==> config.mk <==
export PLATFORM = sky130hd
export DESIGN_NAME = alu_core
export DESIGN_NICKNAME = d
export VERILOG_FILES = /design/src/rtl/alu_pkg.sv /design/src/rtl/alu_addsub.sv /design/src/rtl/alu_shift.sv /design/src/rtl/alu_bitwise.sv /design/src/rtl/alu_immext.sv /design/src/rtl/alu_core.sv
export SDC_FILE = /design/constraint.sdc
export NUM_CORES = 1
export LEC_CHECK = 0
export BUFFER_PORTS_ARGS = -buffer_cell sky130_fd_sc_hd__buf_4
export CAP_MARGIN = 15
export CORE_ASPECT_RATIO = 0.6
export CORE_MARGIN = 2
export CORE_UTILIZATION = 30
export DETAILED_ROUTE_END_ITERATION = 10
export PLACE_DENSITY = 0.58
export SYNTH_ARGS = -nofsm -noshare
export SYNTH_HDL_FRONTEND = slang
export SYNTH_HIERARCHICAL = 1
export SYNTH_SLANG_ARGS = --single-unit
==> constraint.sdc <==
create_clock -name vclk -period 10.7
set_input_delay 1.605 -clock vclk [all_inputs]
set_output_delay 1.605 -clock vclk [all_outputs]
set_load 0.02 [all_outputs]
==> src/rtl/alu_pkg.sv <==
// Package alu_pkg
// Purpose : shared operation encoding and word widths for the integer ALU.
// Assumes : a 4-bit operation code; codes not listed here are unused.
package alu_pkg;

    localparam int ALU_W  = 32;
    localparam int IMM_W  = 16;
    localparam int OP_W   = 4;

    typedef enum logic [OP_W-1:0] {
        OP_ADD   = 4'd0,
        OP_SUB   = 4'd1,
        OP_AND   = 4'd2,
        OP_OR    = 4'd3,
        OP_NOR   = 4'd4,
        OP_SLL   = 4'd5,
        OP_SRL   = 4'd6,
        OP_SLT   = 4'd7,
        OP_SLTU  = 4'd8,
        OP_UPPER = 4'd9
    } alu_op_e;

endpackage

==> src/rtl/alu_addsub.sv <==
// Module alu_addsub
// Purpose : one adder shared by add, subtract and both less-than compares.
//           In subtract mode it adds the inverted B plus one.
// Assumes : W >= 2. No overflow trap; the sum wraps modulo 2^W.
module alu_addsub #(
    parameter int W = 32
) (
    input  logic [W-1:0] a,
    input  logic [W-1:0] b,
    input  logic         sub,
    output logic [W-1:0] sum,
    output logic         lt_signed,
    output logic         lt_unsigned
);
    logic [W-1:0] b_eff;
    logic [W:0]   full;
    logic         signs_differ;

    // Invert B when subtracting.
    always_comb b_eff = sub ? ~b : b;

    // Add with one extra bit that keeps the carry out.
    always_comb full = {1'b0, a} + {1'b0, b_eff} + {{W{1'b0}}, sub};

    assign sum = full[W-1:0];

    // Unsigned borrow: in subtract mode a missing carry out means a < b.
    always_comb lt_unsigned = ~full[W];

    // Signed compare: the sign of A decides when the signs differ, otherwise the sign of the difference.
    always_comb begin
        signs_differ = a[W-1] ^ b[W-1];
        lt_signed    = signs_differ ? a[W-1] : full[W-1];
    end
endmodule

==> src/rtl/alu_shift.sv <==
// Module alu_shift
// Purpose : logarithmic shifter. LEFT picks the direction at elaboration.
//           Stage k shifts by 2^k when bit k of amt is set. Vacated bits are zero.
// Assumes : W is a power of two, and amt has $clog2(W) bits.
module alu_shift #(
    parameter int W    = 32,
    parameter bit LEFT = 1'b1
) (
    input  logic [W-1:0]         din,
    input  logic [$clog2(W)-1:0] amt,
    output logic [W-1:0]         dout
);
    localparam int SHW = $clog2(W);

    logic [W-1:0] stage [0:SHW];

    assign stage[0] = din;

    for (genvar k = 0; k < SHW; k++) begin : g_stage
        if (LEFT) begin : g_left
            // Conditionally shift toward the MSB by 2^k.
            assign stage[k+1] = amt[k] ? (stage[k] << (1 << k)) : stage[k];
        end else begin : g_right
            // Conditionally shift toward the LSB by 2^k.
            assign stage[k+1] = amt[k] ? (stage[k] >> (1 << k)) : stage[k];
        end
    end

    assign dout = stage[SHW];
endmodule

==> src/rtl/alu_bitwise.sv <==
// Module alu_bitwise
// Purpose : the three bitwise results, all produced in parallel.
// Assumes : nothing beyond equal operand widths.
module alu_bitwise #(
    parameter int W = 32
) (
    input  logic [W-1:0] a,
    input  logic [W-1:0] b,
    output logic [W-1:0] and_o,
    output logic [W-1:0] or_o,
    output logic [W-1:0] nor_o
);
    // Per-bit logic, no carries.
    always_comb begin
        and_o = a & b;
        or_o  = a | b;
        nor_o = ~(a | b);
    end
endmodule

==> src/rtl/alu_immext.sv <==
// Module alu_immext
// Purpose : widen an instruction immediate to the word width,
//           by sign extension or zero extension.
// Assumes : W > IW.
module alu_immext #(
    parameter int W  = 32,
    parameter int IW = 16
) (
    input  logic [IW-1:0] imm,
    input  logic          sext,
    output logic [W-1:0]  wide
);
    localparam int HI_W = W - IW;

    logic fill;

    // Fill bit for the upper part: the immediate's sign, or zero.
    always_comb fill = sext & imm[IW-1];

    assign wide = {{HI_W{fill}}, imm};
endmodule

==> src/rtl/alu_core.sv <==
// Module alu_core
// Purpose : combinational integer ALU top. It selects among the adder,
//           the shifters, the bitwise unit, the compares and the upper-half
//           load, and it carries the immediate widening helper.
// Assumes : the caller registers the inputs and outputs. Unused codes give 0.
module alu_core
    import alu_pkg::*;
#(
    parameter int W  = ALU_W,
    parameter int IW = IMM_W
) (
    input  logic [OP_W-1:0]      op,
    input  logic [W-1:0]         opa,
    input  logic [W-1:0]         opb,
    input  logic [$clog2(W)-1:0] shamt,
    output logic [W-1:0]         result,
    output logic                 zero,
    input  logic [IW-1:0]        imm_in,
    input  logic                 imm_sext,
    output logic [W-1:0]         imm_out
);
    localparam int LO_W = W - IW;

    alu_op_e      op_e;
    logic         do_sub;
    logic [W-1:0] sum;
    logic         lt_s;
    logic         lt_u;
    logic [W-1:0] shl;
    logic [W-1:0] shr;
    logic [W-1:0] and_r;
    logic [W-1:0] or_r;
    logic [W-1:0] nor_r;

    // Turn the raw code into the enumerated type.
    always_comb op_e = alu_op_e'(op);

    // The adder subtracts for SUB and for both compares.
    always_comb do_sub = (op_e == OP_SUB) || (op_e == OP_SLT) || (op_e == OP_SLTU);

    alu_addsub #(.W(W)) u_addsub (
        .a           (opa),
        .b           (opb),
        .sub         (do_sub),
        .sum         (sum),
        .lt_signed   (lt_s),
        .lt_unsigned (lt_u)
    );

    alu_shift #(.W(W), .LEFT(1'b1)) u_shl (
        .din  (opb),
        .amt  (shamt),
        .dout (shl)
    );

    alu_shift #(.W(W), .LEFT(1'b0)) u_shr (
        .din  (opb),
        .amt  (shamt),
        .dout (shr)
    );

    alu_bitwise #(.W(W)) u_bitwise (
        .a     (opa),
        .b     (opb),
        .and_o (and_r),
        .or_o  (or_r),
        .nor_o (nor_r)
    );

    alu_immext #(.W(W), .IW(IW)) u_immext (
        .imm  (imm_in),
        .sext (imm_sext),
        .wide (imm_out)
    );

    // Result multiplexer over the unit outputs.
    always_comb begin
        case (op_e)
            OP_ADD, OP_SUB: result = sum;
            OP_AND:         result = and_r;
            OP_OR:          result = or_r;
            OP_NOR:         result = nor_r;
            OP_SLL:         result = shl;
            OP_SRL:         result = shr;
            OP_SLT:         result = {{(W-1){1'b0}}, lt_s};
            OP_SLTU:        result = {{(W-1){1'b0}}, lt_u};
            OP_UPPER:       result = {opb[LO_W-1:0], {IW{1'b0}}};
            default:        result = '0;
        endcase
    end

    // Zero flag: high when no result bit is set.
    always_comb zero = ~|result;
endmodule

# ---- Word level (Yosys, flattened, before mapping)
# Index checks and enable logic that the tools add are counted.
# W data, S select, Z words.
dict set report totals {
  register_bits 0
  out_inout_bits 65
}
dict set report op_classes {
  addsub 2
  eq_ne 9
  mux 13
  bitwise_logic 7
  reduce_logical 6
}
# operator n
set op_table {}
lappend op_table {{$mux W32} 11}
lappend op_table {{$pmux W32 S9} 1}
lappend op_table {{$not A32 Y32} 2}
lappend op_table {{$add A32 B32 Y33} 1}
lappend op_table {{$add A33 B1 Y33} 1}
lappend op_table {{$and A32 B32 Y32} 1}
lappend op_table {{$or A32 B32 Y32} 1}
lappend op_table {{$reduce_or A32 Y1} 1}
lappend op_table {{$eq A4 B3 Y1 const B} 4}
lappend op_table {{$eq A4 B2 Y1 const B} 2}
lappend op_table {{$eq A4 B4 Y1 const B} 2}
lappend op_table {{$eq A4 B1 Y1 const B} 1}
lappend op_table {{$logic_not A4 Y1} 1}
lappend op_table {{$logic_or A1 B1 Y1} 2}
lappend op_table {{$reduce_or A2 Y1} 1}
lappend op_table {{$and A1 B1 Y1} 1}
lappend op_table {{$logic_not A1 Y1} 1}
lappend op_table {{$mux W1} 1}
lappend op_table {{$not A1 Y1} 1}
lappend op_table {{$xor A1 B1 Y1} 1}

# ---- Longest topological paths before layout
# Gate-level depths: netlist of the first run.
dict set report depth {
  ltp_word 10
  ltp_mapped 25
  mapped_depth_nobuf 19
}

# ---- Hierarchy
# The synthesis of the first run kept the hierarchy.
# mod n_inst cells_each area_each_um2
set modules_own_cells {}
lappend modules_own_cells {alu_core 1 323 2233.4}
lappend modules_own_cells {alu_addsub 1 282 2038.2}
lappend modules_own_cells {{alu_shift (u_shr)} 1 192 1778.0}
lappend modules_own_cells {{alu_shift (u_shl)} 1 183 1774.2}
lappend modules_own_cells {alu_bitwise 1 96 560.5}
lappend modules_own_cells {alu_immext 1 33 246.5}

# ---- Worst setup path after synthesis of the first run
# OpenSTA, ideal clock, no wires.
dict set report synth_timing {
  kind {input to output}
  start {input op[1]}
  end {output zero}
  arrival_time_ns 6.660
  slack_ns 2.435
  stages 24
  n_path_buf 6
  cell_sequence {clkbuf_1 -> buf_2 -> buf_2 -> buf_2 -> nand2_1 -> nand2_1 -> a31o_2 -> buf_2 -> clkbuf_1 -> xor2_1 -> ha_1 -> nor2b_1 -> o211ai_1 -> a31oi_2 -> o21ai_1 -> a21oi_1 -> a221oi_1 -> xnor2_1 -> nor2b_1 -> o21ai_0 -> nand4_1 -> or4_1 -> nor4_1 -> and4_1}
}
dict set report synth_between {
  elab_cells_between_ends 21
}
# item line_no
set synth_lines {}
lappend synth_lines {{from (decl)} alu_core.sv:12} ;# input logic [OP_W-1:0] op,
lappend synth_lines {{$eq A4 B1 Y1 / $eq A4 B3 Y1 (equally long branches)} alu_core.sv:39} ;# always_comb do_sub = (op_e == OP_SUB) || (op_e == OP_SLT) || (op_e == OP_SLTU);
lappend synth_lines {{$logic_or A1 B1 Y1} alu_core.sv:39}
lappend synth_lines {{$logic_or A1 B1 Y1 (*)} alu_core.sv:39}
lappend synth_lines {{net do_sub} alu_core.sv:25} ;# logic do_sub;
lappend synth_lines {{$mux W32} alu_addsub.sv:20} ;# always_comb b_eff = sub ? ~b : b;
lappend synth_lines {{$add A32 B32 Y33} alu_addsub.sv:23} ;# always_comb full = {1'b0, a} + {1'b0, b_eff} + {{W{1'b0}}, sub};
lappend synth_lines {{$add A33 B1 Y33 (*)} alu_addsub.sv:23}
lappend synth_lines {{net sum[24]} alu_core.sv:26} ;# logic [W-1:0] sum;
lappend synth_lines {{$pmux W32 S9 (*)} alu_core.sv:78} ;# case (op_e)
lappend synth_lines {{net result[24]} alu_core.sv:16} ;# output logic [W-1:0] result,
lappend synth_lines {{$reduce_or A32 Y1 (*)} alu_core.sv:93} ;# always_comb zero = ~|result;
lappend synth_lines {{$logic_not A1 Y1 (*)} alu_core.sv:93}
lappend synth_lines {{to (decl)} alu_core.sv:17} ;# output logic zero,
# The timed path passes the listed nets; every way through them passes the cells marked *.

# ---- Worst setup path after layout of the first run
dict set report layout_timing {
  start {input op[3]}
  end {output zero}
}
dict set report layout_between {
  elab_cells_between_ends 21
}
# item line_no
set layout_lines {}
lappend layout_lines {{$eq A4 B1 Y1 / $eq A4 B3 Y1 (equally long branches)} alu_core.sv:39}
lappend layout_lines {{$logic_or A1 B1 Y1} alu_core.sv:39}
lappend layout_lines {{$logic_or A1 B1 Y1 (*)} alu_core.sv:39}
lappend layout_lines {{net do_sub} alu_core.sv:25}
lappend layout_lines {{$mux W32} alu_addsub.sv:20}
lappend layout_lines {{$add A32 B32 Y33} alu_addsub.sv:23}
lappend layout_lines {{$add A33 B1 Y33 (*)} alu_addsub.sv:23}
lappend layout_lines {{net sum[23]} alu_core.sv:26}
lappend layout_lines {{$pmux W32 S9 (*)} alu_core.sv:78}
lappend layout_lines {{$reduce_or A32 Y1 (*)} alu_core.sv:93}
lappend layout_lines {{$logic_not A1 Y1 (*)} alu_core.sv:93}
# Marked as above.

==> results.json, run 1 <==
{
  "cp_slowest_cell": "or4_1",
  "grt_usage_pct": 26.5,
  "ctsHoldBuffers": 0,
  "core_area_um2": 28500,
  "wl_um": 41600,
  "syn_to_final_growth_pct": 8.25,
  "comb_power_share_pct": 100.0,
  "first_pass_iters": 5,
  "avgSynthCellArea_um2": 7.78,
  "vias": 9724,
  "yosysSeqAreaShare_pct": 0,
  "final_common_cell": "buf_4",
  "drt_iter0_markers": 1422,
  "switching_share_pct": 61.6,
  "die_x_um": 223,
  "synth_nets": 1231,
  "netlist_top_cells_area": "mux4_2 (11%), mux2i_1 (6.3%), mux2_2 (5.1%)",
  "grt_pass1_wl_um": 59800,
  "slew_headroom_pct": 17.1,
  "nNetsFinal": 1246,
  "total_power_w": 0.000654,
  "drc": 0,
  "path_buf_inv": 5,
  "setup_ws_ps": 1070,
  "yosys_warnings": 6,
  "grt_pass1_vias": 8793,
  "ir_drop_mv": 0.0338,
  "maxSlewViolCount": 0,
  "io_buffers": 125,
  "required_ps": 9100,
  "max_cap_viol_count": 0,
  "design.seq.count": 0,
  "drive_above_1_share_pct": 24.4,
  "startpoint_type": "input port",
  "n_fill_cell": 3080,
  "final_cell_mix": "buf_4 (132), nor2_1 (107), a21oi_1 (67), nand2_1 (66), mux2i_1 (54)",
  "placed_cell_area_um2": 9340,
  "rsz0062_at_grt": "no",
  "path_class": "in2out",
  "clock.fmax_ghz": 0.104,
  "row_count": 48,
  "run_status": "finished clean",
  "crit_chain": "buf_4 -> inv_1 -> nor3_1 -> a31o_2 -> buf_4 -> xor2_1 -> ha_1 -> nand2_1 -> nor4_1 -> o311ai_1 -> o211ai_1 -> xor2_1 -> nor2b_1 -> o21ai_1 -> nand4_1 -> or4_1 -> nor4_1 -> buf_4 -> and4_1 -> buf_4",
  "p_seq_share_pct": 0,
  "dp_hpwl_um": 32100,
  "multi_input_area_um2": 7800,
  "cts_setup_buffers": 0,
  "drt-vias-per-instance": 6.49,
  "wl_per_cell_um": 27.8,
  "initial_core_util_pct": 30.3,
  "final-setup-viol-count": 0,
  "worstPathMaxFanout": 46,
  "p_leak_nw": 3.71,
  "synth_top_cell_by_area": "mux4_2",
  "worstMarginPinSlew_ps": 1240,
  "antenna_found_initial": 2,
  "hold_viol_final": 0,
  "power_density_nw_per_um2": 70.0,
  "netlist_area_um2": 8630,
  "routabilityCongestion": 1.01,
  "tns_ps": 0,
  "cpMostUsedCell": "buf_4",
  "critPathMaxStageDelay_ps": 550,
  "p_int_w": 0.000251,
  "stdcell_area_um2": 9340,
  "grt_start_max_net_pins": 70,
  "arrival_ps": 8020,
  "regArea_um2": 0,
  "end_kind": "primary output",
  "gr-total-overflow": 0,
  "clock_buffers": 0,
  "p_clk_share_pct": 0,
  "synthDistinctLibCells": 97,
  "die_h_um": 135,
  "ant_nets": 0,
  "final_core_util_pct": 32.8,
  "place_ws_ps": 1370,
  "p_sw_w": 0.000403,
  "ios": 155,
  "cts.repair.resized": 0,
  "yosys.area.top_type_share_pct": 11.5,
  "min_period_over_period_pct": 90.0,
  "hp-class": "in2out",
  "syn_inst": 1109,
  "cpLargestDelayFamily": "simple AND/OR/NAND/NOR gates",
  "dieArea_um2": 30200,
  "fin_crit_ps": 9630
}
## cells by family after synthesis
| kind of cell | after synthesis | share of synthesized area (%) |
|---|---|---|
| AO/OA/AOI/OAI | 306 | 24.6 |
| buffers and inverters | 139 | 9.57 |
| AND/OR/NAND/NOR | 418 | 27.1 |
| XOR/XNOR | 59 | 5.99 |
| adder cells (fa/ha/maj) | 33 | 4.86 |
| multiplexers | 154 | 27.8 |
## power by group through the flow
| stage | Combinational, W | Clock [W] | Sequential, W |
|---|---|---|---|
| 2_1_floorplan | 0.000427 | 0 | 0 |
| 3_3_place_gp | 0.000626 | 0 | 0 |
| 3_5_place_dp | 0.000624 | 0 | 0 |
| 4_1_cts | 0.000628 | 0 | 0 |
| 5_1_grt | 0.000690 | 0.0000000000125 | 0 |
| 6_report | 0.000654 | 0.0000000000125 | 0 |
## area by class of cell
cell class,instances,share of cell area [%]
multi-input combinational,970,83.5
timing repair buffer,132,10.6
inverter,20,0.804
tap,375,5.02
antenna,1,0.0268
## layer usage
| layer | up-vias | part of all wire [%] | GRT usage [%] |
|---|---|---|---|
| met1 | 4739 | 47 | 41.6 |
| met5 | - | 0.031 | 0 |
| li1 | 4253 | - | - |
| met3 | 34 | 16 | 10.5 |
| met2 | 696 | 36 | 33.5 |
| met4 | 2 | 0.97 | 2.72 |
## through the flow
| stage | cells | hold slack [ps] |
|---|---|---|
| after floorplan | 1109 | 3320 |
| after global placement | 1497 | 3210 |
| after detailed placement | 1497 | 3210 |
| after CTS | 1497 | 3210 |
| after global routing | 1498 | 3210 |
| final | 1498 | 3210 |
## path summary, 6_finish.rpt
path / from / end / slack (ps) / cells past startpoint
hold / removal: imm_in[10] / imm_out[10] / 3210 / 0
setup / recovery: op[3] / zero / 1070 / 20
## cells in the mapped netlist (all sizes together), types with 15 or more instances
master	count
xor2	41
ha	31
a22oi	19
o21ai	54
xnor2	18
nand3b	23
nand2b	20
clkbuf	31
a21oi	69
buf	88
mux4	59
a21o	16
inv	18
nor2	107
a31oi	15
mux2	40
mux2i	55
nand3	19
or2	40
nor2b	21
a211oi	26
and3	19
nand2	66
and2	39
(Power assumes the default switching activity.)
==> run 2, diff against run 1 <==
--- a/config.mk
+++ b/config.mk
@@ -11,7 +11,7 @@
 export CORE_MARGIN = 2
 export CORE_UTILIZATION = 30
 export DETAILED_ROUTE_END_ITERATION = 10
-export PLACE_DENSITY = 0.58
+export PLACE_DENSITY = 0.6
 export SYNTH_ARGS = -nofsm -noshare
 export SYNTH_HDL_FRONTEND = slang
 export SYNTH_HIERARCHICAL = 1
==> constraint.sdc (replaced) <==
create_clock -name vclk -period 8.8
set_input_delay 1.32 -clock vclk [all_inputs]
set_output_delay 1.32 -clock vclk [all_outputs]
set_load 0.02 [all_outputs]
==> run 2 against run 1 <==
First-iteration DRC count rose by 14%. Via count increased by 0.83%. Core utilization grew 0.21 points. Die area unchanged. Final cell count up 0.67%. Setup slack got worse by 770 ps. Non-clock buffer count up 5. Wire length is 2.7% lower. Critical path type unchanged.
==> results.json, run 2 (synthesized netlist as in run 1, its figures left out) <==
{
  "grt_pass1_wl_um": 58400,
  "cts.repair.resized": 0,
  "grt_pass1_vias": 8677,
  "cts_setup_buffers": 0,
  "cp_slowest_cell": "nor4_1",
  "drive_above_1_share_pct": 24.8,
  "drc": 0,
  "final_common_cell": "buf_4",
  "min-delay-start": "imm_in[3]",
  "path_buf_inv": 4,
  "placed_cell_area_um2": 9380,
  "drt-vias-per-instance": 6.50,
  "gr-total-overflow": 0,
  "fin_crit_ps": 8500,
  "timing.hold.ws_ps": 2640,
  "final_core_util_pct": 33.0,
  "hold_path_end": "imm_out[3]",
  "core_area_um2": 28500,
  "clock_buffers": 0,
  "min_period_over_period_pct": 96.6,
  "worstMarginPinSlew_ps": 1260,
  "antenna_found_initial": 4,
  "hp-class": "in2out",
  "slew_headroom_pct": 15.9,
  "routabilityCongestion": 1.05,
  "min_delay_path_depth": 0,
  "ios": 155,
  "row_count": 48,
  "nNetsFinal": 1251,
  "cpMostUsedCell": "buf_4",
  "maxSlewViolCount": 0,
  "die_h_um": 135,
  "max_cap_viol_count": 0,
  "wl_um": 40500,
  "required_ps": 7480,
  "vias": 9805,
  "initial_core_util_pct": 30.3,
  "die_x_um": 223,
  "final-setup-viol-count": 0,
  "ant_nets": 0,
  "critPathMaxStageDelay_ps": 570,
  "crit_cells": 21,
  "tns_ps": 0,
  "syn_to_final_growth_pct": 8.93,
  "hold_viol_final": 0,
  "design.seq.count": 0,
  "stdcell_area_um2": 9400,
  "wl_per_cell_um": 26.8,
  "grt_usage_pct": 25.5,
  "startpoint_type": "input port",
  "arrival_ps": 7180,
  "crit_chain": "buf_4 -> or2_2 -> nor3_1 -> a31o_4 -> buf_4 -> xor2_1 -> ha_1 -> nand2_1 -> nor4_1 -> o311ai_1 -> o21ai_1 -> a211oi_2 -> xnor2_1 -> maj3_2 -> mux4_2 -> inv_1 -> o22ai_1 -> a2111oi_0 -> and4_1 -> and4_1 -> buf_4",
  "dieArea_um2": 30200,
  "clock.fmax_ghz": 0.118,
  "run_status": "finished clean",
  "regArea_um2": 0,
  "first_pass_iters": 5,
  "ctsHoldBuffers": 0,
  "path_class": "in2out",
  "drt_iter0_markers": 1617,
  "rsz0062_at_grt": "no",
  "io_buffers": 125,
  "n_fill_cell": 3055,
  "grt_start_max_net_pins": 76,
  "end_kind": "primary output",
  "dp_hpwl_um": 31200,
  "worstPathMaxFanout": 23,
  "final_cell_mix": "buf_4 (137), nor2_1 (107), a21oi_1 (67), nand2_1 (66), mux2i_1 (54)",
  "cpLargestDelayFamily": "simple AND/OR/NAND/NOR gates"
}
run 2: layer usage:
layer  part of all wire [%]  track usage [%]  wire length, um
met5                   0.29             2.58              118
met4                   0.72             1.98              291
met3                     16             11.6             6590
met2                     37             33.0            15100
met1                     45             38.5            18300
run 2: final cells by class:
type | count | area (um^2) | area share (%)
Antenna cell | 6 | 15.0 | 0.160
Tap cell | 375 | 469 | 4.99
Multi-Input combinational cell | 970 | 7810 | 83.1
Inverter | 20 | 75.1 | 0.799
Timing Repair Buffer | 137 | 1030 | 10.9
run 2: through the flow:
stage	instances	setup slack, ps
2_1_floorplan	1109	1110
5_1_grt	1503	102
6_report	1508	297
3_5_place_dp	1502	435
4_1_cts	1502	386
3_3_place_gp	1502	389
run 2: worst max path at each step:
stage                     startpoint   end  slack (ps)
after floorplan                op[1]  zero        1110
after global placement         op[2]  zero         390
after detailed placement       op[2]  zero         440
after CTS                      op[2]  zero         390
after global routing           op[2]  zero         100
final                          op[2]  zero         300
==> run 3, diff against run 2 <==
--- a/config.mk
+++ b/config.mk
@@ -7,7 +7,6 @@
 export LEC_CHECK = 0
 export BUFFER_PORTS_ARGS = -buffer_cell sky130_fd_sc_hd__buf_4
 export CAP_MARGIN = 15
-export CORE_ASPECT_RATIO = 0.6
 export CORE_MARGIN = 2
 export CORE_UTILIZATION = 30
 export DETAILED_ROUTE_END_ITERATION = 10
==> run 3 against run 2 <==
Maximum frequency is 6.2% higher. Sequential cell count did not move. Highest routed layer unchanged. Die area shrank 0.15%. Design area down 0.29%. First-iteration DRC count is 18% lower. Core utilization shrank 0.12 points. Worst hold slack stayed put. Final cell count hardly changed. Non-clock buffer count down 2.
==> results.json, run 3 (synthesized netlist as in run 1, its figures left out) <==
{
  "p_sw_w": 0.000460,
  "cpMostUsedCell": "buf_4",
  "maxSlewViolCount": 0,
  "design.seq.count": 0,
  "path_class": "in2out",
  "min-delay-start": "imm_in[14]",
  "clock.fmax_ghz": 0.125,
  "grt_usage_pct": 23.9,
  "worstMarginPinSlew_ps": 1110,
  "hold_viol_final": 0,
  "min_delay_path_depth": 0,
  "grt_pass1_vias": 8968,
  "layout.cells.non_filler": 1509,
  "slew_headroom_pct": 26.3,
  "row_count": 62,
  "gr-total-overflow": 0,
  "cts_setup_buffers": 0,
  "rsz0062_at_grt": "no",
  "die_h_um": 174,
  "end_kind": "primary output",
  "routabilityCongestion": 1.01,
  "startpoint_type": "input port",
  "die_x_um": 174,
  "clock_buffers": 0,
  "wl_per_cell_um": 25.2,
  "max_cap_viol_count": 0,
  "wl_um": 38000,
  "timing.hold.ws_ps": 2640,
  "tns_ps": 0,
  "p_leak_nw": 3.72,
  "p_seq_share_pct": 0,
  "critPathMaxStageDelay_ps": 470,
  "dieArea_um2": 30100,
  "hold_path_end": "imm_out[14]",
  "antenna_found_initial": 1,
  "drive_above_1_share_pct": 24.6,
  "switching_share_pct": 60.0,
  "vias": 9674,
  "p_clk_share_pct": 0,
  "io_buffers": 125,
  "initial_core_util_pct": 30.2,
  "core_area_um2": 28500,
  "path_buf_inv": 4,
  "dpl.cell_count": 1509,
  "dp_hpwl_um": 29100,
  "grt_start_max_net_pins": 73,
  "n_fill_cell": 3091,
  "arrival_ps": 6690,
  "required_ps": 7480,
  "worstPathMaxFanout": 14,
  "ir_drop_mv": 0.0406,
  "ctsHoldBuffers": 0,
  "drt-vias-per-instance": 6.41,
  "cpLargestDelayFamily": "simple AND/OR/NAND/NOR gates",
  "cts.repair.resized": 0,
  "min_period_over_period_pct": 91.0,
  "syn_to_final_growth_pct": 8.61,
  "fin_crit_ps": 8010,
  "first_pass_iters": 5,
  "final_cell_mix": "buf_4 (135), nor2_1 (107), a21oi_1 (67), nand2_1 (66), mux2i_1 (54)",
  "hp-class": "in2out",
  "comb_power_share_pct": 100.0,
  "p_int_w": 0.000306,
  "ios": 155,
  "run_status": "finished clean",
  "final_common_cell": "buf_4",
  "grt_pass1_wl_um": 56400,
  "num_antenna_cells": 0,
  "nNetsFinal": 1249,
  "cp_slowest_cell": "mux4_2",
  "ant_nets": 0,
  "final-setup-viol-count": 0,
  "crit_chain": "buf_4 -> or2_2 -> nor3_1 -> a31o_2 -> buf_4 -> xor2_1 -> ha_1 -> nand2_1 -> nor4_1 -> o311ai_1 -> o21ai_1 -> a211oi_2 -> xnor2_1 -> maj3_2 -> mux4_2 -> inv_1 -> o22ai_1 -> a2111oi_0 -> and4_1 -> and4_1 -> buf_4",
  "drt_iter0_markers": 1324,
  "power_density_nw_per_um2": 81.7,
  "regArea_um2": 0,
  "drc": 0
}
[run 3: cell type report]
cell class	count	area [um^2]	area share, %
tap	384	480	5.13
inverter	20	75.1	0.801
timing repair buffer	135	1010	10.8
multi-input combinational	970	7800	83.3
[run 3: power groups by stage]
stage	registers, W	clock network (W)	logic [W]
6_report	0	0	0.000766
5_1_grt	0	0	0.000812
4_1_cts	0	0	0.000749
3_5_place_dp	0	0	0.000745
3_3_place_gp	0	0	0.000744
2_1_floorplan	0	0	0.000520
[run 3: routing by layer]
metal  vias up  track usage, %  wire length [um]
met5         -               0                12
met2       624            39.6             17600
li1       4249               -                 -
met1      4688            32.4             15400
met3       111            2.98              3510
met4         2            7.67              1440
[run 3: worst max-delay path by stage]
stage               depth (start not counted)  slack [ps]  start   end
global route                               21         500  op[1]  zero
CTS                                        21         780  op[1]  zero
floorplan                                  24        1110  op[1]  zero
detailed placement                         21         800  op[1]  zero
finish                                     21         790  op[1]  zero
global placement                           21         990  op[1]  zero
[run 3: per-stage QoR]
| step | cell area (um^2) | util [%] | power (W) | setup slack, ps |
|---|---|---|---|---|
| 2_1_floorplan | 8630 | - | 0.000520 | 1110 |
| 3_3_place_gp | 9370 | 32.8 | 0.000744 | 992 |
| 3_5_place_dp | 9370 | 32.8 | 0.000745 | 800 |
| 4_1_cts | 9370 | 32.8 | 0.000749 | 782 |
| 5_1_grt | 9370 | 32.8 | 0.000812 | 503 |
| 6_report | 9370 | 32.8 | 0.000766 | 794 |
